File: src/rtl/qd_pkg.sv
package qd_pkg;
   typedef enum logic [1:0] {
      QD_PULSE_DIR = 2'd0,
      QD_X1        = 2'd1,
      QD_X2        = 2'd2,
      QD_X4        = 2'd3
   } qd_mode_e;
endpackage

File: src/rtl/qd_tick.sv
// Filter sample strobe: high once every (div_q + 1) clocks.
module qd_tick #(
   parameter int PSC_W = 8
) (
   input  logic             clk,
   input  logic             rst_n,
   input  logic             load,
   input  logic [PSC_W-1:0] value,
   output logic             tick
);
   logic [PSC_W-1:0] div_q, cnt_q;

   assign tick = (cnt_q == div_q);

   always_ff @(posedge clk or negedge rst_n) begin
      if (!rst_n) begin
         div_q <= '0;
         cnt_q <= '0;
      end else if (load) begin
         div_q <= value;
         cnt_q <= '0;
      end else if (tick) begin
         cnt_q <= '0;
      end else begin
         cnt_q <= cnt_q + 1'b1;
      end
   end
endmodule

File: src/rtl/qd_filter.sv
// Accepts a raw level once STABLE_N consecutive samples agree on it.
module qd_filter #(
   parameter int STABLE_N = 2
) (
   input  logic clk,
   input  logic rst_n,
   input  logic tick,
   input  logic raw,
   output logic clean
);
   localparam int HW = STABLE_N - 1;

   logic [HW-1:0] hist_q, hist_d;
   logic          agree;

   generate
      if (HW == 1) begin : g_one
         assign hist_d = raw;
      end else begin : g_many
         assign hist_d = {hist_q[HW-2:0], raw};
      end
   endgenerate

   assign agree = (hist_q == {HW{raw}});

   always_ff @(posedge clk or negedge rst_n) begin
      if (!rst_n) begin
         hist_q <= '0;
         clean  <= 1'b0;
      end else if (tick) begin
         hist_q <= hist_d;
         if (agree) clean <= raw;
      end
   end
endmodule

File: src/rtl/qd_decode.sv
// Phase decoder: count pulse, direction and illegal-jump flag.
module qd_decode
   import qd_pkg::*;
(
   input  logic     clk,
   input  logic     rst_n,
   input  logic     fa,
   input  logic     fb,
   input  qd_mode_e mode,
   input  logic     ab_en,
   input  logic     err_clr,
   output logic     cnt_en,
   output logic     cnt_up,
   output logic     noise_err
);
   logic pa_q, pb_q;
   logic da, db, up_a, up_b, hit, dir, bad;

   assign da   = fa ^ pa_q;
   assign db   = fb ^ pb_q;
   assign up_a = ~(fa ^ fb);   // forward when A moves to match B
   assign up_b = fa ^ fb;      // forward when B moves away from A
   assign bad  = ab_en & (mode != QD_PULSE_DIR) & da & db;

   always_comb begin
      hit = 1'b0;
      dir = cnt_up;
      unique case (mode)
         QD_PULSE_DIR: if (da && fa) begin
            hit = 1'b1;
            dir = fb;
         end
         QD_X1: if (da && !db) begin
            if (fa && up_a) begin
               hit = 1'b1;
               dir = 1'b1;
            end else if (!fa && !up_a) begin
               hit = 1'b1;
               dir = 1'b0;
            end
         end
         QD_X2: if (da && !db) begin
            hit = 1'b1;
            dir = up_a;
         end
         QD_X4: if (da ^ db) begin
            hit = 1'b1;
            dir = da ? up_a : up_b;
         end
         default: ;
      endcase
   end

   always_ff @(posedge clk or negedge rst_n) begin
      if (!rst_n) begin
         pa_q      <= 1'b0;
         pb_q      <= 1'b0;
         cnt_en    <= 1'b0;
         cnt_up    <= 1'b1;
         noise_err <= 1'b0;
      end else begin
         pa_q   <= fa;
         pb_q   <= fb;
         cnt_en <= ab_en & hit;
         if (ab_en && hit) cnt_up <= dir;
         if (bad)          noise_err <= 1'b1;
         else if (err_clr) noise_err <= 1'b0;
      end
   end
endmodule

File: src/rtl/qd_index.sv
// Index handling: polarity edge load, or load qualified by phase state 00.
module qd_index (
   input  logic clk,
   input  logic rst_n,
   input  logic fi,
   input  logic fa,
   input  logic fb,
   input  logic quad,
   input  logic sync_req,
   input  logic pol,
   input  logic load_n,
   output logic preset_load
);
   logic pi_q, zero_q;
   logic edge_hit, active, ab_zero, enter_zero, fire;

   assign edge_hit   = pol ? (fi & ~pi_q) : (~fi & pi_q);
   assign active     = pol ? fi : ~fi;
   assign ab_zero    = ~fa & ~fb;
   assign enter_zero = ab_zero & ~zero_q;
   assign fire = ~load_n & ((sync_req & quad) ? (active & enter_zero) : edge_hit);

   always_ff @(posedge clk or negedge rst_n) begin
      if (!rst_n) begin
         pi_q        <= 1'b0;
         zero_q      <= 1'b1;
         preset_load <= 1'b0;
      end else begin
         pi_q        <= fi;
         zero_q      <= ab_zero;
         preset_load <= fire;
      end
   end
endmodule

File: src/rtl/quad_index_decoder.sv
module quad_index_decoder
   import qd_pkg::*;
#(
   parameter int PSC_W    = 8,
   parameter int STABLE_N = 2
) (
   input  logic             clk,
   input  logic             rst_n,
   input  logic             in_a,
   input  logic             in_b,
   input  logic             in_idx,
   input  logic [1:0]       mode,
   input  logic             ab_en,
   input  logic             idx_sync,
   input  logic             idx_pol,
   input  logic             preset_ld_n,
   input  logic             psc_load,
   input  logic [PSC_W-1:0] psc_value,
   input  logic             err_clr,
   output logic             cnt_en,
   output logic             cnt_up,
   output logic             preset_load,
   output logic             noise_err
);
   localparam int N_IN = 3;

   generate
      if (PSC_W < 1 || PSC_W > 16) begin : g_bad_psc
         $error("PSC_W must lie in 1..16");
      end
      if (STABLE_N < 2 || STABLE_N > 8) begin : g_bad_stable
         $error("STABLE_N must lie in 2..8");
      end
   endgenerate

   logic            filt_tick;
   logic [N_IN-1:0] raw_vec, clean_vec;
   qd_mode_e        mode_e;

   assign raw_vec = {in_idx, in_b, in_a};
   assign mode_e  = qd_mode_e'(mode);

   qd_tick #(.PSC_W(PSC_W)) u_tick (
      .clk(clk), .rst_n(rst_n), .load(psc_load), .value(psc_value), .tick(filt_tick)
   );

   for (genvar g = 0; g < N_IN; g++) begin : g_filt
      qd_filter #(.STABLE_N(STABLE_N)) u_f (
         .clk(clk), .rst_n(rst_n), .tick(filt_tick),
         .raw(raw_vec[g]), .clean(clean_vec[g])
      );
   end

   qd_decode u_dec (
      .clk(clk), .rst_n(rst_n), .fa(clean_vec[0]), .fb(clean_vec[1]),
      .mode(mode_e), .ab_en(ab_en), .err_clr(err_clr),
      .cnt_en(cnt_en), .cnt_up(cnt_up), .noise_err(noise_err)
   );

   qd_index u_idx (
      .clk(clk), .rst_n(rst_n), .fi(clean_vec[2]), .fa(clean_vec[0]),
      .fb(clean_vec[1]), .quad(mode_e != QD_PULSE_DIR), .sync_req(idx_sync),
      .pol(idx_pol), .load_n(preset_ld_n), .preset_load(preset_load)
   );
endmodule

File: config.mk
export PLATFORM = sky130hd
export DESIGN_NAME = quad_index_decoder
export DESIGN_NICKNAME = d
export VERILOG_FILES = /design/src/rtl/qd_pkg.sv /design/src/rtl/qd_tick.sv /design/src/rtl/qd_filter.sv /design/src/rtl/qd_decode.sv /design/src/rtl/qd_index.sv /design/src/rtl/quad_index_decoder.sv
export SDC_FILE = /design/constraint.sdc
export NUM_CORES = 1
export LEC_CHECK = 0
export BUFFER_PORTS_ARGS = -buffer_cell sky130_fd_sc_hd__buf_2
export CAP_MARGIN = 20
export CORE_ASPECT_RATIO = 0.5
export CORE_UTILIZATION = 53
export DETAILED_ROUTE_END_ITERATION = 16
export PLACE_DENSITY_LB_ADDON = 0.08
export SYNTH_ARGS = -nofsm -noshare
export SYNTH_HDL_FRONTEND = slang
export SYNTH_SLANG_ARGS = --single-unit
File: constraint.sdc
create_clock -name clk -period 4.6 [get_ports clk]
set_clock_uncertainty 0.2 [all_clocks]
set_input_delay 0.23 -clock clk [delete_from_list [all_inputs] [get_ports clk]]
set_output_delay 0.23 -clock clk [all_outputs]
set_load 0.02 [all_outputs]
# After elaboration in Yosys (flattened, before gate mapping)

Index checks and enable logic that the tools add are counted.

Add/sub/neg operators: 1
Equality and inequality tests: 12
Multiplexer cells: 22
Bitwise logic cells: 22
Reduce and logical (&&, ||, !) cells: 14

Operator list:

| operator              | number |
|---|---|
| $mux W1               | 18 |
| $mux W8               | 2 |
| $and A1 B1 Y1         | 11 |
| $add A8 B1 Y8 const B | 1 |
| $eq A8 B8 Y1          | 1 |
| $ne A2 B1 Y1 const B  | 4 |
| $pmux W1 S4           | 2 |
| $not A1 Y1            | 7 |
| $reduce_and A2 Y1     | 3 |
| $reduce_and A6 Y1     | 1 |
| $logic_and A1 B1 Y1   | 5 |
| $eq A2 B2 Y1 const B  | 2 |
| $reduce_bool A2 Y1    | 2 |
| $xor A1 B1 Y1         | 4 |
| $eq A1 B1 Y1          | 3 |
| $ne A3 B1 Y1 const B  | 1 |
| $eq A2 B1 Y1 const B  | 1 |
| $logic_not A1 Y1      | 2 |
| $logic_not A2 Y1      | 1 |

Register bits: 30
Bits of input ports: 21
Word-level logic and storage cells: 87

# Longest topological paths before layout

Depth in word-level cells: 8
Gate-level depth with buffers: 6
Depth with buffers taken out: 6

# By module

From an unflattened synthesis, not the netlist that was laid out.

Cells, all modules: 123
Area, all modules: 1498.9 um^2

Modules (own cells, without submodules):

| module             | times used | cells an instance | area each (um^2) | seq. area each (um^2) |
|---|---|---|---|---|
| qd_tick            | 1          | 63                | 812.0            | 400.4 |
| qd_decode          | 1          | 29                | 302.8            | 126.4 |
| qd_filter          | 3          | 6                 | 83.8             | 50.0 |
| qd_index           | 1          | 12                | 126.4            | 76.3 |
| quad_index_decoder | 1          | 1                 | 6.3              | 0.0 |

# Worst setup path before layout

OpenSTA, ideal clock, no wires.

Path type: register to register
Start point: register g_filt[0].u_f.clean
End point: register u_dec.cnt_up
Setup time: 82 ps
Data arrival time: 1666 ps
Slack: 2652 ps
Cell stages (with the launch flop): 7
Buffers on the path: 0
Clock period less this slack: 1948 ps
Path through: dfrtp_1 > inv_1 > ha_1 > xnor2_1 > nor4b_1 > o211a_1 > mux2_2

Word-level cells in the longest chain between the ends: 8
Elaborated cells between the ends (all ways): 29
Those cells by class: eq/ne: 5; mux: 13; bitwise: 4; reduce/logical: 7

Ends and longest elaborated chain:

| item                                              | RTL line                                          | source |
|---|---|---|
| start, declared                                   | qd_filter.sv:9                                    | `output logic clean` |
| start signal, assigned                            | qd_filter.sv:32                                   | `if (agree) clean <= raw;` |
| $xor A1 B1 Y1 or $logic_not A1 Y1 (tied branches) | qd_decode.sv:21, qd_decode.sv:22, qd_decode.sv:37 |  |
| $logic_and A1 B1 Y1 or $not A1 Y1 (tied branches) | qd_decode.sv:37, qd_decode.sv:21                  |  |
| $mux W1 or $logic_and A1 B1 Y1 (tied branches)    | qd_decode.sv:37, qd_decode.sv:34                  |  |
| $mux W1                                           | qd_decode.sv:34                                   | `if (fa && up_a) begin` |
| $mux W1                                           | qd_decode.sv:33                                   | `QD_X1: if (da && !db) begin` |
| $pmux W1 S4                                       | qd_decode.sv:28                                   | `unique case (mode)` |
| $logic_and A1 B1 Y1                               | qd_decode.sv:65                                   | `if (ab_en && hit) cnt_up <= dir;` |
| $reduce_and A6 Y1 (no line)                       | n/a                                               |  |
| end signal, assigned                              | qd_decode.sv:65                                   |  |
| end, declared                                     | qd_decode.sv:13                                   | `output logic cnt_up,` |

Several ways; a longest one is shown, not always the timed one. The select of a mux whose other input is x is not followed.
A chain may end at the register's enable or synchronous reset.

# Final worst setup path

Start point: register u_tick.cnt_q[3]
End point: register g_filt[1].u_f.hist_q

Word-level cells in the longest chain between the ends: 1

Ends and longest elaborated chain:

| item                   | RTL line        | source |
|---|---|---|
| start, declared        | qd_tick.sv:11   | `logic [PSC_W-1:0] div_q, cnt_q;` |
| start signal, assigned | qd_tick.sv:25   | `cnt_q <= cnt_q + 1'b1;` |
| $eq A8 B8 Y1           | qd_tick.sv:13   | `assign tick = (cnt_q == div_q);` |
| end signal, assigned   | qd_filter.sv:31 | `hist_q <= hist_d;` |
| end, declared          | qd_filter.sv:13 | `logic [HW-1:0] hist_q, hist_d;` |

Every way passes these cells.

==> flow_summary_export.csv <==
group,metric,value,unit
status,outcome,"complete, no violations",
logic_synthesis,yosys_warnings,0,
pwr,power.leakage,0.857,nW
sta,setup_slack,2.33,ns
routing,detail_route.first_pass.iterations,4,
place,gp_congestion,0.716,
logic_synthesis,ys.flop_type,"dfrtp_1",
global_route,grt_overflow,0,
die,die_w,77.0,um
logic_synthesis,synth-seq-cells,30,
sta,fin_crit_sh,49.4,%
routing,wire_per_inst,13.3,um
global_route,grt_pass1_wl,4.41,mm
setup_path,cp-end-kind,"register",
logic_synthesis,synth-edff-count,0,
logic_synthesis,ys_types,38,
cells_and_area,mostFrequentLayoutCells,"28 x dfrtp_1, 24 x buf_2, 12 x xor2_1",
die,die_h,39.5,um
cells_and_area,fin_nets,185,
die,row_count,13,
sta,worst_slew_pin_slew,0.665,ns
cells_and_area,multiInputGateArea,669,um^2
routing,vias_per_cell,5.17,
logic_synthesis,synthesis.nets,148,
routing,remaining_drc_errors,0,
clocking,cts.sinks,30,
setup_path,critPathKind,"reg2reg",
job,drv_cap,0,
sta,slew_headroom,55.7,%
logic_synthesis,ys_async_sr_fraction,100,%
clocking,htree_num_levels,2,
cells_and_area,drive_above_1_share,29.8,%
sta,period_minus_slack,2.27,ns
pwr,powerDensity,324,mW/mm^2
sta,final-setup-viol-count,0,
setup_path,critPathLaunchType,"register",
routing,vias,1024,
place,dpl.hpwl,1.77,mm
sta,grt_setup_unrepaired,"false",
pwr,ir_drop,0.241,mV
sta,tns,0,ns
global_route,grt_pass1_vias,955,
sta,timing.fmax,440,MHz
cells_and_area,syn2layout_area_growth,21.8,%
die,initial_core_util,56.5,%
clocking,cts_resized,0,
logic_synthesis,synth_area,0.00149,mm^2
die,die_area,0.00304,mm^2
global_route,antenna_found_initial,0,
clocking,cts-root-buf,"clkbuf_8",
cells_and_area,regArea,753,um^2
sta,drv_slew,0,
setup_path,critPathMaxFanout,14,
die,coreArea,0.00264,mm^2
cells_and_area,n_antenna_cell,0,
global_route,track_usage,20.4,%
global_route,grt_max_degree,31,
cells_and_area,final_common_cell,"dfrtp_1",
min_path,hold_path.class,"in2reg",
cells_and_area,fill_cells,212,
routing,ant_nets,0,
sta,hold_violations,0,
place,place_worst_setup_slack,2.35,ns
routing,drtIter0Drc,44,
logic_synthesis,ys_seq_area_share,50.6,%
logic_synthesis,synth.avg_cell_area,12.1,um^2
setup_path,crit_arrival,2.23,ns
logic_synthesis,syn_inst,123,
setup_path,cp.required,4.55,ns
routing,routed_wl,2.63,mm
die,io_pins,25,
clocking,cts_tree,"yes",
clocking,clk_latency,0.27,ns
clocking,clockBufferDepth,2,
clocking,cts_buffers,5,
clocking,clkTransAtPathRegs,0.06,ns
place,portBuffers,24,
[power breakdown]
group | switching, mW | internal, mW
Sequential | 0.0150 | 0.284
Combinational | 0.0328 | 0.0421
Clock | 0.0921 | 0.120
Total | 0.140 | 0.447
[state kept, by name, indices dropped and copies added, names as in the netlist, 3 cells and up]
| register | cells |
|---|---|
| u_tick.cnt_q | 8 |
| g_filt.u_f.hist_q | 3 |
| g_filt.u_f.clean | 3 |
| u_tick.div_q | 8 |
[kinds of logic (layout without fill, tap and decap cells)]
family                   count (synthesis)  in the layout  synth area share [%]
adder cells (fa/ha/maj)                  4              4                  3.36
buffers and inverters                   11             49                  4.45
XOR/XNOR                                16             16                  9.41
multiplexers                            15             15                  11.7
AO/OA/AOI/OAI                           18             18                  8.49
flip-flops                              30             30                  50.6
AND/OR/NAND/NOR                         29             29                  12.0
[final timing paths]
kind	from	to	slack, ns	cells after the start
setup / recovery	u_tick.cnt_q[3]$_DFF_PN0_	g_filt[1].u_f.hist_q$_DFFE_PN0P_	2.33	4
hold / removal	in_b	g_filt[1].u_f.hist_q$_DFFE_PN0P_	0.02	2
setup reg to reg	u_tick.cnt_q[3]$_DFF_PN0_	g_filt[1].u_f.hist_q$_DFFE_PN0P_	2.33	4
hold reg to reg	g_filt[2].u_f.clean$_DFFE_PN0P_	u_idx.pi_q$_DFF_PN0_	0.29	0
max in group asynchronous	rst_n	u_tick.div_q[1]$_DFFE_PN0P_	3.44	2
min in group asynchronous	rst_n	u_dec.cnt_en$_DFF_PN0_	0.32	2
[per-stage QoR]
stage          std cells  power, mW  utilization, %  hold WS (ns)  cell area (um^2)
3_5_place_dp         179      0.371            61.2        0.0956              1610
3_3_place_gp         179      0.368            61.2         0.100              1610
6_report             198      0.587            68.8        0.0180              1810
4_1_cts              198      0.593            68.8        0.0109              1810
2_1_floorplan        123      0.346               -        -0.266              1490
5_1_grt              198      0.614            68.8        0.0134              1810
[layer usage]
metal  routed length (um)  global-route usage, %  up-vias
met5                    0                      0        -
met4                   11                   7.21        0
met3                  130                   6.74        2
met2                 1200                   34.4       27
met1                 1290                   25.2      488
li1                     -                      -      507
[synth_stat cells, types with 3 or more instances]
master / number / area, um^2
nand3_1: 3 / 15.0
xnor2_1: 4 / 35.0
o21a_1: 3 / 22.5
inv_1: 6 / 22.5
and2_1: 3 / 18.8
a311o_1: 3 / 30.0
xor2_1: 12 / 105
a21oi_1: 5 / 25.0
dfrtp_1: 28 / 701
ha_1: 4 / 50.1
nor3_1: 9 / 45.0
mux2_2: 10 / 113
[what timing repair did]
action / CTS / global route
hold buffers: 11 / 0
buffers inserted: 0 / 0
endpoints found under the hold margin: 38 / 0
[final cells by class]
cell class | count | area share (%)
sequential | 30 | 41.5
multi-input combinational | 82 | 36.9
timing repair buffer | 35 | 12.7
clock buffer | 7 | 4.76
tap | 37 | 2.55
inverter | 6 | 1.24
clock inverter | 1 | 0.276
[critical path, stage by stage, from the launching register on]
cell and delay, ns:
dfrtp_1 0.42, xor2_1 0.16, nor4_2 0.41, and2_1 0.58, mux2_1 0.38
Power figures use the tool's default switching activity.
